$ cat src/rtl/trap_seq_pkg.sv
package trap_seq_pkg;

  localparam int XLEN    = 32;
  localparam int TT_W    = 8;
  localparam int TT_LSB  = 4;
  localparam int BASE_LSB = TT_LSB + TT_W;
  localparam int SW_BITS = 7;

  localparam logic [2:0] LREG_OLD_PC  = 3'd1;
  localparam logic [2:0] LREG_OLD_NPC = 3'd2;

  typedef struct packed {
    logic sup;
    logic prev_sup;
    logic en;
  } flags_t;

  function automatic logic [TT_W-1:0] sw_trap_type(input logic [SW_BITS-1:0] low);
    return {1'b1, low};
  endfunction

endpackage

$ cat src/rtl/trap_vector_gen.sv
module trap_vector_gen
  import trap_seq_pkg::*;
(
  input  logic [XLEN-BASE_LSB-1:0] base_hi,
  input  logic [TT_W-1:0]          tt,
  output logic [XLEN-1:0]          vec,
  output logic [XLEN-1:0]          vec_next
);
  assign vec      = {base_hi, tt, {TT_LSB{1'b0}}};
  assign vec_next = vec + XLEN'(4);
endmodule

$ cat src/rtl/trap_window_arith.sv
module trap_window_arith #(
  parameter int NWIN = 8,
  localparam int CW  = $clog2(NWIN)
) (
  input  logic [CW-1:0] cur,
  output logic [CW-1:0] dec,
  output logic [CW-1:0] inc
);
  localparam logic [CW-1:0] LAST = CW'(NWIN - 1);

  generate
    if ((1 << CW) == NWIN) begin : g_pow2
      assign dec = cur - 1'b1;
      assign inc = cur + 1'b1;
    end else begin : g_odd
      assign dec = (cur == '0)   ? LAST : cur - 1'b1;
      assign inc = (cur == LAST) ? '0   : cur + 1'b1;
    end
  endgenerate

  initial begin
    a_r3_nwin_range: assert (NWIN >= 2 && NWIN <= 32);
  end
endmodule

$ cat src/rtl/trap_save_queue.sv
module trap_save_queue
  import trap_seq_pkg::*;
#(
  parameter int CW = 3
) (
  input  logic            clk,
  input  logic            rst_n,
  input  logic            load,
  input  logic [CW-1:0]   load_win,
  input  logic [XLEN-1:0] load_pc,
  input  logic [XLEN-1:0] load_npc,
  output logic            out_valid,
  input  logic            out_ready,
  output logic [CW-1:0]   out_win,
  output logic [2:0]      out_idx,
  output logic [XLEN-1:0] out_data,
  output logic            busy
);
  logic [1:0]      left;
  logic [XLEN-1:0] held_pc, held_npc;
  logic [CW-1:0]   held_win;

  always_ff @(posedge clk) begin
    if (!rst_n) begin
      left     <= 2'd0;
      held_pc  <= '0;
      held_npc <= '0;
      held_win <= '0;
    end else if (load) begin
      left     <= 2'd2;
      held_pc  <= load_pc;
      held_npc <= load_npc;
      held_win <= load_win;
    end else if (out_valid && out_ready) begin
      left <= left - 2'd1;
    end
  end

  assign out_valid = (left != 2'd0);
  assign out_win   = held_win;
  assign out_idx   = (left == 2'd2) ? LREG_OLD_PC : LREG_OLD_NPC;
  assign out_data  = (left == 2'd2) ? held_pc : held_npc;
  assign busy      = out_valid;

  // a stalled beat stays put
  a_r4_hold_stalled: assert property (@(posedge clk) disable iff (!rst_n)
    (out_valid && !out_ready) |=> (out_valid && $stable(out_data) && $stable(out_idx) && $stable(out_win)));
  // old-PC beat is followed by the old-NPC beat
  a_r4_beat_order: assert property (@(posedge clk) disable iff (!rst_n)
    (out_valid && out_ready && out_idx == LREG_OLD_PC) |=> (out_valid && out_idx == LREG_OLD_NPC));
  // never reloaded while beats are pending
  a_r9_no_reload: assert property (@(posedge clk) disable iff (!rst_n)
    load |-> !busy);
endmodule

$ cat src/rtl/trap_seq_ctrl.sv
module trap_seq_ctrl
  import trap_seq_pkg::*;
#(
  parameter int NWIN = 8,
  localparam int CW  = $clog2(NWIN)
) (
  input  logic            clk,
  input  logic            rst_n,
  input  logic            hw_valid,
  output logic            hw_ready,
  input  logic [7:0]      hw_type,
  input  logic            sw_valid,
  output logic            sw_ready,
  input  logic [31:0]     sw_op_a,
  input  logic [31:0]     sw_op_b,
  input  logic            ret_valid,
  output logic            ret_ready,
  input  logic [31:0]     ret_op_a,
  input  logic [31:0]     ret_op_b,
  input  logic            step,
  input  logic            annul_set,
  input  logic            tbr_wr_en,
  input  logic [31:0]     tbr_wr_data,
  output logic            sav_valid,
  input  logic            sav_ready,
  output logic [CW-1:0]   sav_win,
  output logic [2:0]      sav_idx,
  output logic [31:0]     sav_data,
  output logic [31:0]     pc,
  output logic [31:0]     npc,
  output logic [31:0]     tbr,
  output logic            psr_s,
  output logic            psr_ps,
  output logic            psr_et,
  output logic [CW-1:0]   cwp,
  output logic            annul,
  output logic            trap_taken,
  output logic            error_mode
);
  localparam logic [CW-1:0] LAST_WIN = CW'(NWIN - 1);

  flags_t          flags;
  logic            save_busy;
  logic            hw_fire, sw_fire, ret_fire;
  logic            sw_vec_fire, sw_err_fire, vec_fire;
  logic [XLEN-1:0] sw_sum, ret_sum;
  logic [TT_W-1:0] sel_tt;
  logic [XLEN-1:0] vec, vec_next;
  logic [CW-1:0]   cwp_dec, cwp_inc;
  logic            in_unused;

  // request arbitration: hardware > software > return
  assign hw_ready  = !error_mode && !save_busy;
  assign sw_ready  = hw_ready && !hw_valid;
  assign ret_ready = sw_ready && !sw_valid;

  assign hw_fire     = hw_valid && hw_ready;
  assign sw_fire     = sw_valid && sw_ready;
  assign ret_fire    = ret_valid && ret_ready;
  assign sw_vec_fire = sw_fire && flags.en;
  assign sw_err_fire = sw_fire && !flags.en;
  assign vec_fire    = hw_fire || sw_vec_fire;

  assign sw_sum  = sw_op_a + sw_op_b;
  assign ret_sum = ret_op_a + ret_op_b;
  assign sel_tt  = hw_fire ? hw_type : sw_trap_type(sw_sum[SW_BITS-1:0]);
  assign in_unused = ^{sw_sum[XLEN-1:SW_BITS], tbr_wr_data[BASE_LSB-1:0]};

  trap_vector_gen u_vec (
    .base_hi  (tbr[XLEN-1:BASE_LSB]),
    .tt       (sel_tt),
    .vec      (vec),
    .vec_next (vec_next)
  );

  trap_window_arith #(.NWIN(NWIN)) u_win (
    .cur (cwp),
    .dec (cwp_dec),
    .inc (cwp_inc)
  );

  trap_save_queue #(.CW(CW)) u_save (
    .clk       (clk),
    .rst_n     (rst_n),
    .load      (vec_fire),
    .load_win  (cwp_dec),
    .load_pc   (pc),
    .load_npc  (npc),
    .out_valid (sav_valid),
    .out_ready (sav_ready),
    .out_win   (sav_win),
    .out_idx   (sav_idx),
    .out_data  (sav_data),
    .busy      (save_busy)
  );

  always_ff @(posedge clk) begin
    if (!rst_n) begin
      pc         <= '0;
      npc        <= XLEN'(4);
      tbr        <= '0;
      flags      <= '{sup: 1'b1, prev_sup: 1'b0, en: 1'b0};
      cwp        <= '0;
      annul      <= 1'b0;
      trap_taken <= 1'b0;
      error_mode <= 1'b0;
    end else begin
      trap_taken <= 1'b0;
      if (vec_fire) begin
        pc             <= vec;
        npc            <= vec_next;
        tbr            <= vec;
        flags.en       <= 1'b0;
        flags.prev_sup <= flags.sup;
        flags.sup      <= 1'b1;
        cwp            <= cwp_dec;
        annul          <= 1'b0;
        trap_taken     <= 1'b1;
      end else if (sw_err_fire) begin
        error_mode <= 1'b1;
      end else if (ret_fire) begin
        flags.sup <= flags.prev_sup;
        flags.en  <= 1'b1;
        cwp       <= cwp_inc;
        pc        <= npc;
        npc       <= ret_sum;
      end else if (!error_mode) begin
        if (tbr_wr_en)
          tbr[XLEN-1:BASE_LSB] <= tbr_wr_data[XLEN-1:BASE_LSB];
        if (step) begin
          pc    <= npc;
          npc   <= npc + XLEN'(4);
          annul <= 1'b0;
        end else if (annul_set) begin
          annul <= 1'b1;
        end
      end
    end
  end

  assign psr_s  = flags.sup;
  assign psr_ps = flags.prev_sup;
  assign psr_et = flags.en;

  // vector is aligned to 16 bytes and NPC follows it
  a_r1_vector_shape: assert property (@(posedge clk) disable iff (!rst_n)
    vec_fire |=> (pc[3:0] == 4'h0 && npc == pc + 32'd4 && tbr == pc && !annul));
  // base bits survive trap entry
  a_r1_base_kept: assert property (@(posedge clk) disable iff (!rst_n)
    vec_fire |=> tbr[31:12] == $past(tbr[31:12]));
  // supervisor state on entry
  a_r2_entry_flags: assert property (@(posedge clk) disable iff (!rst_n)
    vec_fire |=> (psr_s && !psr_et && psr_ps == $past(psr_s)));
  // entry rotates the window down with wrap
  a_r3_entry_window: assert property (@(posedge clk) disable iff (!rst_n)
    vec_fire |=> cwp == (($past(cwp) == '0) ? LAST_WIN : $past(cwp) - 1'b1));
  // return rotates the window up with wrap
  a_r3_return_window: assert property (@(posedge clk) disable iff (!rst_n)
    ret_fire |=> cwp == (($past(cwp) == LAST_WIN) ? '0 : $past(cwp) + 1'b1));
  // software vector carries a type of at least 128
  a_r5_sw_type_high: assert property (@(posedge clk) disable iff (!rst_n)
    sw_vec_fire |=> tbr[11]);
  // error mode is sticky and freezes the PC
  a_r7_error_sticky: assert property (@(posedge clk) disable iff (!rst_n)
    error_mode |=> (error_mode && $stable(pc) && $stable(npc) && $stable(cwp)));
  // return re-enables traps and restores supervisor
  a_r8_return_flags: assert property (@(posedge clk) disable iff (!rst_n)
    ret_fire |=> (psr_et && psr_s == $past(psr_ps) && pc == $past(npc)));
  // at most one request stream accepted per cycle
  a_r9_one_fire: assert property (@(posedge clk) disable iff (!rst_n)
    $onehot0({hw_fire, sw_fire, ret_fire}));
  // the trap pulse lasts one cycle
  a_r10_pulse: assert property (@(posedge clk) disable iff (!rst_n)
    trap_taken |=> !trap_taken);
endmodule

$ cat config.mk
export PLATFORM = sky130hd
export DESIGN_NAME = trap_seq_ctrl
export DESIGN_NICKNAME = d
export VERILOG_FILES = /design/src/rtl/trap_seq_pkg.sv /design/src/rtl/trap_vector_gen.sv /design/src/rtl/trap_window_arith.sv /design/src/rtl/trap_save_queue.sv /design/src/rtl/trap_seq_ctrl.sv
export SDC_FILE = /design/constraint.sdc
export NUM_CORES = 1
export LEC_CHECK = 0
export BUFFER_PORTS_ARGS = -buffer_cell sky130_fd_sc_hd__clkbuf_2
export CAP_MARGIN = 20
export CORE_UTILIZATION = 45
export DETAILED_ROUTE_END_ITERATION = 16
export GPL_ROUTABILITY_DRIVEN = 0
export MAX_ROUTING_LAYER = met4
export PLACE_DENSITY = 0.78
export SETUP_SLACK_MARGIN = 0.1
export SLEW_MARGIN = 15
export SYNTH_ARGS = -nofsm -noshare
export SYNTH_HDL_FRONTEND = slang
export SYNTH_SLANG_ARGS = --single-unit
$ cat constraint.sdc
create_clock -name clk -period 5.7 [get_ports clk]
set_input_delay 0.855 -clock clk [delete_from_list [all_inputs] [get_ports clk]]
set_output_delay 0.855 -clock clk [all_outputs]
set_load 0.02 [all_outputs]
# Yosys cells after proc, flatten, opt, wreduce, memory -nomap -nowiden
# Index checks and enable logic that the tools add are counted.
# classes
magnitude_cmp	0
eq_ne	4
muxes	21
bitwise	5
n_reduce_logical	29
n_mul	0
n_div	0
n_shift	0
add_sub_neg	7
# ops
operator	n
$mux 32	11
$add 32x3->32 const B	2
$add 32x32->32	1
$reduce_bool 2->1	5
$logic_and 1x1->1	9
$mux 3	3
$mux 8	1
$add 7x7->7	1
$mux 2	3
$reduce_and 2->1	3
$reduce_and 3->1	2
$logic_not 1->1	5
$not 1->1	5
$reduce_and 5->1	1
$ne 2x1->1 const B	2
$reduce_and 4->1	1
$add 3x1->3 const B	1
$mux 1	3
$ne 3x1->1 const B	1
$reduce_bool 3->1	1
$sub 3x1->3 const B	1
$eq 2x2->1 const B	1
$reduce_or 2->1	1
$sub 2x1->2 const B	1
$logic_or 1x1->1	1
# totals
latchBits	0
mem_count	0
register_bits	170
mem_bits_ro	0
elab_cells	83
in_bits	177
ramBits	0
out_inout_bits	147

# Longest topological paths before layout
# logic_depth
word_depth	9
depth_mapped	14
mapped_depth_nobuf	11

# Modules after synthesis
# Synthesis repeated with hierarchy kept, for this count alone.
# unflattened
hier_cells	1234
hier_area_um2	10523.8
# modules_own_cells
mod	area_per_inst_um2	seq_area_each_um2	cells_each	n_inst
trap_seq_ctrl	6921.6	2102.0	892	1
trap_save_queue	3052.9	1381.3	268	1
trap_vector_gen	488.0	0.0	66	1
trap_window_arith	61.3	0.0	8	1

# Least setup slack after synthesis
# Ideal clock, no wire load.
# synth_timing
kind	input to register
start	in ret_op_a[0]
end	reg npc[28]
stages	11
t_required_ps	5574
arrival_time_ps	3002
setup_slack_ps	2572
path_cell_list	ha_1 -> inv_1 -> fa_1 -> nand2b_1 -> a21oi_1 -> o2111ai_1 -> a311oi_1 -> a31oi_1 -> o31ai_1 -> xnor2_1 -> o21ai_0
# synth_via
elab_chain_cells	4
# synth_lines
element	line	text
start, declared	trap_seq_ctrl.sv:18	input logic [31:0] ret_op_a,
$add 32x32->32	trap_seq_ctrl.sv:65	assign ret_sum = ret_op_a + ret_op_b;
$mux 32	trap_seq_ctrl.sv:121	end else if (ret_fire) begin
$mux 32	trap_seq_ctrl.sv:119	end else if (sw_err_fire) begin
$mux 32	trap_seq_ctrl.sv:109	if (vec_fire) begin
end signal, assigned	trap_seq_ctrl.sv:111	npc <= vec_next;
end signal, assigned	trap_seq_ctrl.sv:126	npc <= ret_sum;
end signal, assigned	trap_seq_ctrl.sv:132	npc <= npc + XLEN'(4);
end, declared	trap_seq_ctrl.sv:30	output logic [31:0] npc,
# No other way between the ends. The select of a mux whose other input is x is not followed.
# A chain may end at the register's enable or synchronous reset.

# Final worst setup path
# layout_timing
start	reg u_save.left[0]
end	reg npc[29]
# layout_via
elab_chain_cells	9
word_cells_on_any_way	20
cone_classes	add/sub: 1; eq/ne: 2; mux: 4; reduce/logical: 13
# layout_lines
element	line	text
start, declared	trap_save_queue.sv:19	logic [1:0] left;
start signal, assigned	trap_save_queue.sv:35	left <= left - 2'd1;
$reduce_bool 2->1 *	trap_save_queue.sv:39	assign out_valid = (left != 2'd0);
$logic_not 1->1 *	trap_seq_ctrl.sv:53	assign hw_ready = !error_mode && !save_busy;
$logic_and 1x1->1 *	trap_seq_ctrl.sv:53	
branches (longest 6 deep; another with $add 32x3->32)	-	
# Mark *: on every way between the ends. The select of a mux whose other input is x is not followed.

==> run metrics <==
status completed; critical path class reg -> reg; Sequential Power Share 0.389; crit path buf inv count 2; Antenna Violating Nets Remaining 0; drc violations 0; Total GRT Usage 0.283; Finished Layout Cells 1697; number of DRC markers in iteration 0 834; postcts setup bufs 0; Worst Path Max Fanout 20; Max Fclk 0.270 GHz; Fin Setup TNS 0 ps; destination of the critical timing path npc[29]$_SDFFE_PN0P_; flops & latches, synth 170; io pins 324; Worst Path Arrival 4050 ps; Clk pwr share 0.298; post-synthesis sequential area ratio 0.361; Max-cap violations 0; hold crit path type reg -> reg; syn_area_per_cell 7.82 sq um; Synth area leaders dfxtp_1 36%, nand2_1 8.6%, a21oi_1 7.7%; layout cells sized above 1 0.242; initial antenna violation count 1; R2R Setup Slk 2000 ps; most common cell in the netlist nand2_1; CP Cell Sequence inv_1, ha_1, nand2b_1, or3_1, nand2_1, nor2_2, buf_4, a22oi_1, o21ai_0, nand2_1, o21ai_0; # port buffers 256; routed vias 9687; final worst path period need 3700 ps; Clock Tree Root clkbuf_16; final instance area 0.0114 sq mm; first-pass GRT wire length 47000 um; largest net degree at the start of global routing 108; post-synthesis async set-or-reset flop share 0; die height 147 um; post-synth cell types 63; Placed Area 0.0108 sq mm; placed cell count 1664; # setup viols final 0; R2R Path End npc[29]$_SDFFE_PN0P_; Clk pin slew, worst setup/hold paths 70 ps; Final Hold Fails 0; CTS tree done; Final Slew Violations 0; Switch Pwr 1.45 mW; aggregate routed wire length 30200 um; sw frac 0.380; hold path depth 2; critical path's top delay family simple AND/OR/NAND/NOR gates; Synth Instances 1206; WL/cell 17.8 um; Post-Syn Area 0.00943 sq mm; Synth Warn # 0; Pre-antenna DRT Iters 5; Critical path origin u_save.left[0]$_SDFFE_PP0P_; die area 0.0215 sq mm; grt total ovfl 0; Synth Flop Type dfxtp_1; dominant cell type by area after synthesis dfxtp_1; Critical Path RT 6050 ps; Die Wd 147 um; Yosys top cell area share 0.361; total power draw 3.83 mW; clock buffer depth 2; Area growth syn-to-layout 21.1%; vias in the first global route 8795; CTS Hold Buffers Added 0; R2R depth 11; EDFF count, synth 0; layout net count 1634; Final Core Density 0.561; Logic pwr share 0.312; worst r2r src u_save.left[0]$_SDFFE_PP0P_; # clock sinks 170; crit start category flop; CTS H-Tree Depth 4; slowest CP cell or3_1; Rel. slew slack 0.254; top cells by count, synth 215 x nand2_1, 170 x dfxtp_1, 146 x a21oi_1; CTS resizes 0; Worst-Margin Slew 1110 ps; period utilization 0.649; crit end category flop; Row Count 52; Clk Latency, worst-skew pair 430 ps; CP Depth 11; post-DP HPWL 21900 um; Pint 2.38 mW; CTS buffer count 17; DR vias/cell 5.71; Placeable Area 0.0204 sq mm; total power per unit cell area 335 mW/mm^2; RSZ-0062 raised after global routing no; Largest stage delay, worst path 670 ps; Setup Skew 12.5 ps; Leak 4.84 nW; Starting Density 0.463; maximum vdd drop 0.200 mV
-- through the flow --
step,hold slack [ps],setup WS [ps]
after floorplan,433,2570
after global placement,438,1930
after detailed placement,443,1910
after CTS,453,2120
after global routing,466,1850
final,451,2000
-- cells by family after synthesis --
family / after synthesis / synth area share
other cells: 1 / 0.000398
compound gates: 334 / 0.216
simple gates: 437 / 0.202
mux: 57 / 0.0650
xor+xnor: 53 / 0.0492
flops: 170 / 0.361
fa+ha+maj: 44 / 0.0600
buf+inv: 110 / 0.0472
-- how the worst min path moves through the flow --
| stage | from | to | slack [ps] |
|---|---|---|---|
| floorplan | u_save.held_pc[0]$_SDFFE_PN0N_ | u_save.held_pc[0]$_SDFFE_PN0N_ | 430 |
| global placement | u_save.held_pc[5]$_SDFFE_PN0N_ | u_save.held_pc[5]$_SDFFE_PN0N_ | 440 |
| detailed placement | u_save.held_pc[18]$_SDFFE_PN0N_ | u_save.held_pc[18]$_SDFFE_PN0N_ | 440 |
| CTS | u_save.held_npc[2]$_SDFFE_PN0N_ | u_save.held_npc[2]$_SDFFE_PN0N_ | 450 |
| global route | u_save.held_pc[8]$_SDFFE_PN0N_ | u_save.held_pc[8]$_SDFFE_PN0N_ | 470 |
| finish | u_save.held_pc[24]$_SDFFE_PN0N_ | u_save.held_pc[24]$_SDFFE_PN0N_ | 450 |
-- worst min-delay path: cells and delay by family (launching register included) --
| kind | cells | cell delay [ps] |
|---|---|---|
| DFF | 1 | 310 |
| and+or+nand+nor | 1 | 50 |
| AOI/OAI and AO/OA | 1 | 50 |
-- power by group through the flow --
stage	Sequential (mW)	Combinational, mW	Clock, mW
after floorplan	1.57	0.707	0
final	1.49	1.20	1.14
after global routing	1.50	1.30	1.20
after global placement	1.51	1.16	0
after CTS	1.48	1.19	1.15
after detailed placement	1.51	1.18	0
-- per-layer routing --
metal  track usage  up-vias  wire, um
met5             -        -         0
li1              -     4685         -
met4         0.108        0       938
met3        0.0460       72      2450
met1         0.394     4449     13700
met2         0.407      481     13200
-- layout make-up --
type                    instances  area [sq um]
fillers                      1912          8940
multi-input cells             930          5630
flip-flops and latches        170          3400
repair buffers                266          1360
clock buffers                  19           453
well taps                     270           338
clock inverters                13           134
inverters                      28           108
diodes                          1          2.50
-- placed cells by master (no fill, tap or decap), types with 6 or more instances in the layout --
cell         n
nand2b_1     8
and3_1       9
a31oi_1     14
o211ai_1    12
nand4_1      7
dfxtp_1    170
a21o_1       7
nand2_1    214
a21oi_1    146
mux2i_1     23
a311oi_1     6
a22oi_1      6
o21ai_0     64
clkbuf_2   256
a221oi_1    26
buf_4       10
inv_1       26
clkbuf_16   17
xor2_1      20
nand3_1     28
nor2_1     107
mux2_2      34
xnor2_1     33
or3_1        6
a211oi_1     9
nor2b_1      9
ha_1        42
nor3_1      25
-- sequential cells by signal, summed over array words and instances, names as in the netlist --
register and cells:
trap_taken 1, npc 32, u_save.held_npc 32, tbr 28
psr_ps 1, error_mode 1, cwp 3, pc 32
psr_et 1, annul 1, u_save.left 2, u_save.held_pc 32
psr_s 1, u_save.out_win 3
(Power assumes the default switching activity.)
